===== src/rtl/term_gate_pkg.sv =====
package term_gate_pkg;

    localparam int MODE_W = 3;

    typedef enum logic [MODE_W-1:0] {
        OPM_INIT        = 3'd0,
        OPM_ACTIVE      = 3'd1,
        OPM_ACT_PD_FAST = 3'd2,
        OPM_ACT_PD_SLOW = 3'd3,
        OPM_PRE_PD      = 3'd4,
        OPM_SR_ENTRY    = 3'd5
    } op_mode_t;

    typedef enum logic [1:0] {
        TS_OFF = 2'd0,
        TS_50  = 2'd1,
        TS_75  = 2'd2,
        TS_150 = 2'd3
    } term_strength_t;

    typedef logic [1:0] rtt_code_t;

    // Per-cycle view of the gating conditions
    typedef struct packed {
        logic enabled;
        logic settling;
        logic mode_ok;
        logic sr_entry;
    } gate_view_t;

    function automatic term_strength_t rtt_decode(input rtt_code_t code);
        case (code)
            2'b01:   return TS_75;
            2'b10:   return TS_150;
            2'b11:   return TS_50;
            default: return TS_OFF;
        endcase
    endfunction

endpackage


===== src/rtl/term_code_capture.sv =====
module term_code_capture
    import term_gate_pkg::*;
#(
    parameter int EMR_W      = 16,
    parameter int RTT_LO_BIT = 2,
    parameter int RTT_HI_BIT = 6
) (
    input  logic             clk,
    input  logic             rst,
    input  logic             mr_wr_i,
    input  logic [EMR_W-1:0] mr_val_i,
    output rtt_code_t        new_code_o,
    output rtt_code_t        code_q_o
);

    rtt_code_t code_q;

    assign new_code_o = {mr_val_i[RTT_HI_BIT], mr_val_i[RTT_LO_BIT]};

    always_ff @(posedge clk) begin
        if (rst) begin
            code_q <= 2'b00;
        end else if (mr_wr_i) begin
            code_q <= new_code_o;
        end
    end

    assign code_q_o = code_q;

endmodule


===== src/rtl/term_settle_timer.sv =====
module term_settle_timer #(
    parameter int SETTLE_CYCLES = 8
) (
    input  logic clk,
    input  logic rst,
    input  logic restart_i,
    output logic settled_o
);

    localparam int CW = $clog2(SETTLE_CYCLES + 1);
    localparam logic [CW-1:0] LIMIT = CW'(SETTLE_CYCLES);

    logic [CW-1:0] cnt_q;

    always_ff @(posedge clk) begin
        if (rst || restart_i) begin
            cnt_q <= '0;
        end else if (cnt_q != LIMIT) begin
            cnt_q <= cnt_q + 1'b1;
        end
    end

    assign settled_o = (cnt_q == LIMIT);

endmodule


===== src/rtl/term_mode_check.sv =====
module term_mode_check
    import term_gate_pkg::*;
(
    input  logic [MODE_W-1:0] op_mode_i,
    output logic              mode_ok_o,
    output logic              sr_entry_o
);

    always_comb begin
        mode_ok_o = 1'b0;
        case (op_mode_i)
            OPM_ACTIVE, OPM_ACT_PD_FAST,
            OPM_ACT_PD_SLOW, OPM_PRE_PD: mode_ok_o = 1'b1;
            default:                     mode_ok_o = 1'b0;
        endcase
        sr_entry_o = (op_mode_i == OPM_SR_ENTRY);
    end

endmodule


===== src/rtl/term_gate_ctrl.sv =====
module term_gate_ctrl
    import term_gate_pkg::*;
#(
    parameter int EMR_W         = 16,
    parameter int RTT_LO_BIT    = 2,
    parameter int RTT_HI_BIT    = 6,
    parameter int SETTLE_CYCLES = 8
) (
    input  logic             clk,
    input  logic             rst,
    input  logic             mr_wr_i,
    input  logic [EMR_W-1:0] mr_val_i,
    input  logic [2:0]       op_mode_i,
    input  logic             term_req_i,
    output logic             term_pin_o,
    output logic [1:0]       strength_o,
    output logic             viol_o
);

    rtt_code_t  new_code, code_q;
    logic       settled, mode_ok, sr_entry;
    gate_view_t gv;
    logic       pin_q, viol_q, pin_d, viol_d;

    term_code_capture #(
        .EMR_W      (EMR_W),
        .RTT_LO_BIT (RTT_LO_BIT),
        .RTT_HI_BIT (RTT_HI_BIT)
    ) u_capture (
        .clk        (clk),
        .rst        (rst),
        .mr_wr_i    (mr_wr_i),
        .mr_val_i   (mr_val_i),
        .new_code_o (new_code),
        .code_q_o   (code_q)
    );

    term_settle_timer #(
        .SETTLE_CYCLES (SETTLE_CYCLES)
    ) u_timer (
        .clk       (clk),
        .rst       (rst),
        .restart_i (mr_wr_i),
        .settled_o (settled)
    );

    term_mode_check u_mode (
        .op_mode_i  (op_mode_i),
        .mode_ok_o  (mode_ok),
        .sr_entry_o (sr_entry)
    );

    // A write in flight decides the state for this cycle
    always_comb begin
        gv.enabled  = mr_wr_i ? (new_code != 2'b00) : (code_q != 2'b00);
        gv.settling = mr_wr_i ? gv.enabled : (gv.enabled && !settled);
        gv.mode_ok  = mode_ok;
        gv.sr_entry = sr_entry;

        pin_d  = term_req_i && gv.enabled && !gv.settling && gv.mode_ok;
        viol_d = (term_req_i && gv.enabled && (gv.settling || !gv.mode_ok))
               || (gv.sr_entry && pin_q);
    end

    always_ff @(posedge clk) begin
        if (rst) begin
            pin_q  <= 1'b0;
            viol_q <= 1'b0;
        end else begin
            pin_q  <= pin_d;
            viol_q <= viol_d;
        end
    end

    assign term_pin_o = pin_q;
    assign viol_o     = viol_q;
    assign strength_o = rtt_decode(code_q);

endmodule


===== config.mk =====
export PLATFORM = sky130hd
export DESIGN_NAME = term_gate_ctrl
export DESIGN_NICKNAME = d
export VERILOG_FILES = /design/src/rtl/term_gate_pkg.sv /design/src/rtl/term_code_capture.sv /design/src/rtl/term_settle_timer.sv /design/src/rtl/term_mode_check.sv /design/src/rtl/term_gate_ctrl.sv
export SDC_FILE = /design/constraint.sdc
export NUM_CORES = 1
export LEC_CHECK = 0
export ABC_AREA = 1
export BUFFER_PORTS_ARGS = -buffer_cell sky130_fd_sc_hd__buf_2
export CORE_AREA = 2 2 39 41
export CTS_CLUSTER_DIAMETER = 200
export DETAILED_ROUTE_END_ITERATION = 8
export DIE_AREA = 0 0 41 43
export GPL_ROUTABILITY_DRIVEN = 0
export PLACE_DENSITY = 0.72
export SYNTH_ARGS = -nofsm -noshare
export SYNTH_HDL_FRONTEND = slang
export SYNTH_HIERARCHICAL = 1
export SYNTH_SLANG_ARGS = --single-unit

===== constraint.sdc =====
create_clock -name clk -period 2.2 [get_ports clk]
set_input_delay 0.44 -clock clk [delete_from_list [all_inputs] [get_ports clk]]
set_output_delay 0.44 -clock clk [all_outputs]
set_load 0.01 [all_outputs]

==> results of run 1 <==
## cell type report
class / instances / area [um^2] / share of cell area
inverter: 15 / 56.3 / 0.0900
clock buffer: 3 / 22.5 / 0.0360
sequential: 8 / 160 / 0.256
tap: 16 / 20.0 / 0.0320
multi-input combinational: 52 / 307 / 0.490
timing repair buffer: 12 / 60.1 / 0.0960
## cells by family after synthesis
logic type               count (synthesis)
AND/OR/NAND/NOR                         43
AO/OA/AOI/OAI                            3
flip-flops                               8
buffers and inverters                   17
adder cells (fa/ha/maj)                  6
## worst reg2reg max path, stage by stage, from the launching register on
cell and delay [ns]:
dfxtp_1 0.35, inv_1 0.07, ha_1 0.18, nand2_1 0.06
nor2_1 0.16, inv_1 0.06, nand2_1 0.08, nand3_2 0.08
nand3_1 0.07, nand2_1 0.05
## synthesized netlist by cell type (2+ instances only)
cell type and n:
nor2_2 3, buf_4 2, ha_1 6, nand3_1 2, nor2_1 13, nand3_2 2, dfxtp_1 8, nand2_1 18
inv_1 14
## metrics by stage
step                area, um^2  hold slack [ns]  instances
floorplan                  538            0.467         77
global placement           603            0.466        103
detailed placement         603            0.460        103
CTS                        626            0.471        106
global route               626            0.483        106
finish                     626            0.467        106
## metal layers
| metal | wire length [um] | vias to the layer above |
|---|---|---|
| met5 | 0 | - |
| met4 | 0 | 0 |
| met3 | 55 | 0 |
| met2 | 452 | 13 |
| met1 | 395 | 215 |
| li1 | - | 255 |
## flip-flops by register name, indices dropped and copies added (netlist names)
register and cells:
u_capture/code_q_o 2, u_timer/cnt_q 4, term_pin_o 1, viol_o 1
## power breakdown
| group | switching [mW] | internal (mW) |
|---|---|---|
| Combinational | 0.0321 | 0.0239 |
| Sequential | 0.00517 | 0.151 |
| Clock | 0.0534 | 0.0627 |
## worst paths after layout
| check | end | slack (ns) |
|---|---|---|
| worst max-delay path | strength_o[0] | 0.61 |
| worst min-delay path | viol_o$_SDFF_PP0_ | 0.47 |
| worst max register to register | viol_o$_SDFF_PP0_ | 0.95 |
| worst min register to register | viol_o$_SDFF_PP0_ | 0.47 |
## cell usage in the layout, fill, tap and decap left out, drive strengths merged
cell    netlist  layout
nand2        18      18
nor2         17      17
inv          15      15
buf           2      12
dfxtp         8       8
ha            6       6
nand3         4       4
clkbuf        0       3
o21ai         2       2
nand3b        1       1
nor3b         1       1
nor3          1       1
nand4         1       1
a21oi         1       1
==> impl_results.md, run 1 <==
* Largest area contributor in the synthesized netlist: dfxtp_1
* Worst slew pin tran at 0.274 ns
* Row cnt at 14
* Crit path arrival time at 1.15 ns
* Met2 Use GR at 0.206
* Crit-path max cell delay at 0.36 ns
* Total CTS buffers at 3
* Io pins at 27
* Hold path start: term_pin_o$_SDFF_PP0_
* WP depth at 5
* Post-layout min period at 1.59 ns
* CTS clock-pin slew for the worst setup and hold paths at 0.06 ns
* Met1 Resource Use GR at 0.110
* Worst Skew at 0.00241 ns
* Area share of and/or/nand/nor cells after synthesis at 0.395
* Global-route wire length before repair at 1.42 mm
* First-pass detailed-route iteration total at 4
* Initial Util at 0.389
* Number of synthesized flops with an enable pin at 0
* Hold-fix buffers at CTS at 0
* CP top delay family: flip-flops
* Synth Instances at 77
* ANT nets after route at 0
* Final hold vios at 0
* Critical path cell sequence: inv_1 -> ha_1 -> nor2_1 -> nor2_1 -> buf_2
* Max clock buf depth at 2
* Mapped Nets at 106
* Mux cell area share after synthesis at 0
* DR WL/cell at 8.52 um
* Pwr Density at 524 nW/um^2
* Cts repair resizes at 0
* Top cells by area, synth: dfxtp_1 30%, ha_1 14%, nand2_1 13%
* Reg-to-Reg Start: u_timer/cnt_q[0]$_SDFFE_PP0P_
* Max-cap violations at 0
* Syn avg cell area at 6.99 um^2
* CORE AREA at 1380 um^2
* DRC viols at 0
* IO Port Bufs at 12
* Crit path kind: reg2out
* Initial antenna violation count at 0
* Post-synth top area share at 0.298
* Largest family of logic cells by synthesized area: simple AND/OR/NAND/NOR gates
* Crit-path max FO at 3
* Mapped Area at 538 um^2
* All-Layer GR Usage at 0.122
* Most Crowded Layer GR: met2
* Pins Over Slew Limit at 0
* Post-CTS Setup Bufs at 0
* Final setup fails at 0
* Worst ir drop on vdd at 0.000388 V
* XOR/XNOR share of the synthesized area at 0
* FILL cells at 159
* Flops & latches, synth at 8
* FF-to-FF path depth at 9
* Synth Area in Adders at 0.140
* Post-route clock period utilization at 0.725
* Synth async-reset ratio at 0
* Pin count of the biggest net entering global routing at 8
* CP Launch Type: register
* Syn. warnings at 6
* Total global routing overflow at 0
* Die Span X at 41 um
* # diodes at 0
* Relative slew slack at 0.817
* Hold WC Path Type: reg2reg
* Drt first-iter violations at 7
* Ys flop type: dfxtp_1
* CP max stage cell: dfxtp_1
* Status: completed
* Crit path from: u_capture/code_q_o[0]$_SDFFE_PP0P_
* Vias in the first global route at 419
* P_leak at 0.319 nW
* Synth Area in Compound Gates at 0.0349
* Synth-to-Final Area Change at 16.3%
* Htree depth at 1
* Post-Place Worst Slack at 0.877 ns
* Worst EP required at 1.76 ns
* Met3 usage in global routing at 0.0785
* Via Count at 483
* Post-DP HPWL at 718 um
* Synth unique cells at 18
* CTS Root Cell: clkbuf_4
* Post-synthesis sequential area ratio at 0.298
* Die area at 1760 um^2
* Overall power at 328 uW
* Die Y at 43 um
* Clk_lat worst skew at 0.25 ns
* Avg Vias per Cell at 4.56
* Hold depth at 2
* Critical path endpoint category: primary output
* Fin Setup TNS at 0 ns
* CTS tree: built
* Fin worst setup slack at 0.605 ns
* Nets at 121
* Share of post-route cells with drive strength above 1 at 0.278
* CP Buf/Inv Count at 2
* RSZ-0062 raised after global routing: false
* Most used cell along the critical path: nor2_1
* Detailed Route WL at 903 um
* Clk sinks at 8
* Maximum clock rate at 0.627 GHz
* Fin util at 0.452
Power figures use the tool's default switching activity.
==> inputs of run 2 (changes only) <==
--- a/config.mk
+++ b/config.mk
@@ -7,12 +7,12 @@
 export LEC_CHECK = 0
 export ABC_AREA = 1
 export BUFFER_PORTS_ARGS = -buffer_cell sky130_fd_sc_hd__buf_2
-export CORE_AREA = 2 2 39 41
+export CORE_MARGIN = 2
+export CORE_UTILIZATION = 39
 export CTS_CLUSTER_DIAMETER = 200
 export DETAILED_ROUTE_END_ITERATION = 8
-export DIE_AREA = 0 0 41 43
 export GPL_ROUTABILITY_DRIVEN = 0
-export PLACE_DENSITY = 0.72
+export PLACE_DENSITY = 0.73
 export SYNTH_ARGS = -nofsm -noshare
 export SYNTH_HDL_FRONTEND = slang
 export SYNTH_HIERARCHICAL = 1
==> constraint.sdc (replaced) <==
create_clock -name clk -period 1.3 [get_ports clk]
set_input_delay 0.26 -clock clk [delete_from_list [all_inputs] [get_ports clk]]
set_output_delay 0.26 -clock clk [all_outputs]
set_load 0.01 [all_outputs]
==> run 2 against run 1 <==
- register-to-register slack worse by 0.78 ns
- final cell count up 0.94%
- hold slack worse by 0.16 ns
- highest routed layer unchanged
- core utilization up 10 points
- final area up 16%
- critical endpoint unchanged
- the run now ends with setup timing left
- worst setup slack worse by 0.64 ns
- sequential share of layout area down 2.4 points
- via count up 1.0%
- combinational power up 130%
- routed wire length up 7.6%
==> impl_results.md, run 2 (synthesis results as in run 1) <==
* Status: complete, but fails checks
* Failing checks: setup timing
* CTS clock-pin slew for the worst setup and hold paths at 0.06 ns
* Post-layout min period at 1.34 ns
* Avg Vias per Cell at 4.56
* Clock Power Share at 0.326
* CTS Root Cell: clkbuf_4
* Worst R2R Setup Slack at 0.17 ns
* Hold path start: mr_val_i[2]
* # diodes at 0
* NetSw at 166 uW
* Row cnt at 13
* RSZ-0062 raised after global routing: true
* Share of post-route cells with drive strength above 1 at 0.413
* Post-Place Worst Slack at 0.122 ns
* Reg-to-Reg Start: u_timer/cnt_q[0]$_SDFFE_PP0P_
* Fin cells at 107
* Die Y at 41.1 um
* Fin worst setup slack at -0.0375 ns
* Comb pwr share at 0.219
* Drt first-iter violations at 2
* Worst ir drop on vdd at 0.000613 V
* Io pins at 27
* Post-route clock period utilization at 1.03
* Critical path endpoint category: primary output
* FF-to-FF End: viol_o$_SDFF_PP0_
* Sw Ratio at 0.283
* Crit-path max cell delay at 0.39 ns
* Clk_lat worst skew at 0.25 ns
* Hold WC Path Type: in2reg
* CTS tree: built
* Met2 Use GR at 0.242
* Maximum clock rate at 0.748 GHz
* Vias in the first global route at 392
* Htree depth at 1
* Post-CTS Setup Bufs at 0
* CP top delay family: flip-flops
* Critical path cell sequence: inv_6 -> ha_4 -> nor2_4 -> nor2_2 -> buf_2
* Initial antenna violation count at 0
* CP Launch Type: register
* Hold depth at 4
* Relative slew slack at 0.827
* Final setup fails at 2
* Worst Skew at 0.00316 ns
* ANT nets after route at 0
* Detailed Route WL at 972 um
* All-Layer GR Usage at 0.132
* Pin count of the biggest net entering global routing at 8
* Int Pwr at 421 uW
* Total CTS buffers at 3
* Initial Util at 0.413
* CP Buf/Inv Count at 2
* Max clock buf depth at 2
* P_leak at 0.337 nW
* Most frequent cells in the layout: 18 x nand2_1, 12 x inv_1, 11 x buf_2
* Placed cells at 104
* Global-route wire length before repair at 1.37 mm
* Nets at 123
* Seq pwr share at 0.455
* Crit-path max FO at 3
* Overall power at 587 uW
* Pwr Density at 812 nW/um^2
* First-pass detailed-route iteration total at 2
* Synth-to-Final Area Change at 34.4%
* Met3 usage in global routing at 0.0978
* Clk sinks at 8
* Biggest register: u_timer/cnt_q
* Pins Over Slew Limit at 0
* FF-to-FF path depth at 9
* DRC viols at 0
* Total global routing overflow at 0
* Final hold vios at 0
* DR WL/cell at 9.08 um
* CP max stage cell: dfxtp_4
* CORE AREA at 1300 um^2
* Max-cap violations at 0
* Crit path kind: reg2out
* Met1 Resource Use GR at 0.114
* Commonest non-fill, non-tap cell in the layout: nand2_1
* Fin Setup TNS at -0.0527 ns
* IO Port Bufs at 12
* Die Span X at 41.1 um
* Worst EP required at 1.04 ns
* Post-DP HPWL at 690 um
* Worst hold endpoint: term_pin_o$_SDFF_PP0_
* Die area at 1690 um^2
* Most Crowded Layer GR: met2
* Worst slew pin tran at 0.259 ns
* Via Count at 488
* Largest register FFs at 4
* Crit path arrival time at 1.08 ns
run 2: changes by cell type in the layout (fill, tap and decap cells not counted), sizes merged:
cell / delta
buf: +2
run 2: area by class of cell:
cell class	count	area (um^2)
flip-flops and latches	8	168
multi-input cells	52	369
clock buffers	3	22.5
fillers	130	578
inverters	15	63.8
repair buffers	14	81.3
well taps	15	18.8
run 2: how the worst max path moves through the flow:
stage                     cells after the start                end                               start  slack (ns)
after global routing                          4      strength_o[0]  u_capture/code_q_o[1]$_SDFFE_PP0P_        -0.1
after global placement                        9  viol_o$_SDFF_PP0_       u_timer/cnt_q[0]$_SDFFE_PP0P_        0.15
after CTS                                     3      strength_o[1]  u_capture/code_q_o[1]$_SDFFE_PP0P_       -0.05
final                                         5      strength_o[0]  u_capture/code_q_o[0]$_SDFFE_PP0P_       -0.04
after detailed placement                      9  viol_o$_SDFF_PP0_       u_timer/cnt_q[0]$_SDFFE_PP0P_        0.12
after floorplan                               9  viol_o$_SDFF_PP0_       u_timer/cnt_q[0]$_SDFFE_PP0P_        0.15
run 2: tightest hold or removal path: cells and delay by family:
family,cells,cell delay [ns]
AOI/OAI and AO/OA,1,0.06
buffers and inverters,1,0.09
and+or+nand+nor,2,0.10
run 2: metal layers:
metal | share of wire | routed length [um]
met2 | 0.53 | 513
met4 | 0 | 0
met5 | 0 | 0
met1 | 0.41 | 398
met3 | 0.062 | 60
run 2: power groups by stage:
stage               Clock [mW]  Sequential, mW  Combinational (mW)
detailed placement           0           0.266               0.103
floorplan                    0           0.269              0.0653
CTS                      0.203           0.263               0.105
global route             0.218           0.268               0.147
finish                   0.191           0.267               0.129
global placement             0           0.266              0.0993
run 2: repair_timing:
action	in CTS	in global routing
hold buffers	0	0
pin swaps	4	2
resized for setup	7	14
endpoints found under the setup margin	2	3
run 2: through the flow:
| step | utilization | hold slack [ns] | cell area [um^2] |
|---|---|---|---|
| finish | 0.556 | 0.308 | 723 |
| CTS | 0.505 | 0.299 | 657 |
| global placement | 0.474 | 0.461 | 617 |
| floorplan | - | 0.389 | 538 |
| detailed placement | 0.474 | 0.461 | 617 |
| global route | 0.556 | 0.319 | 723 |
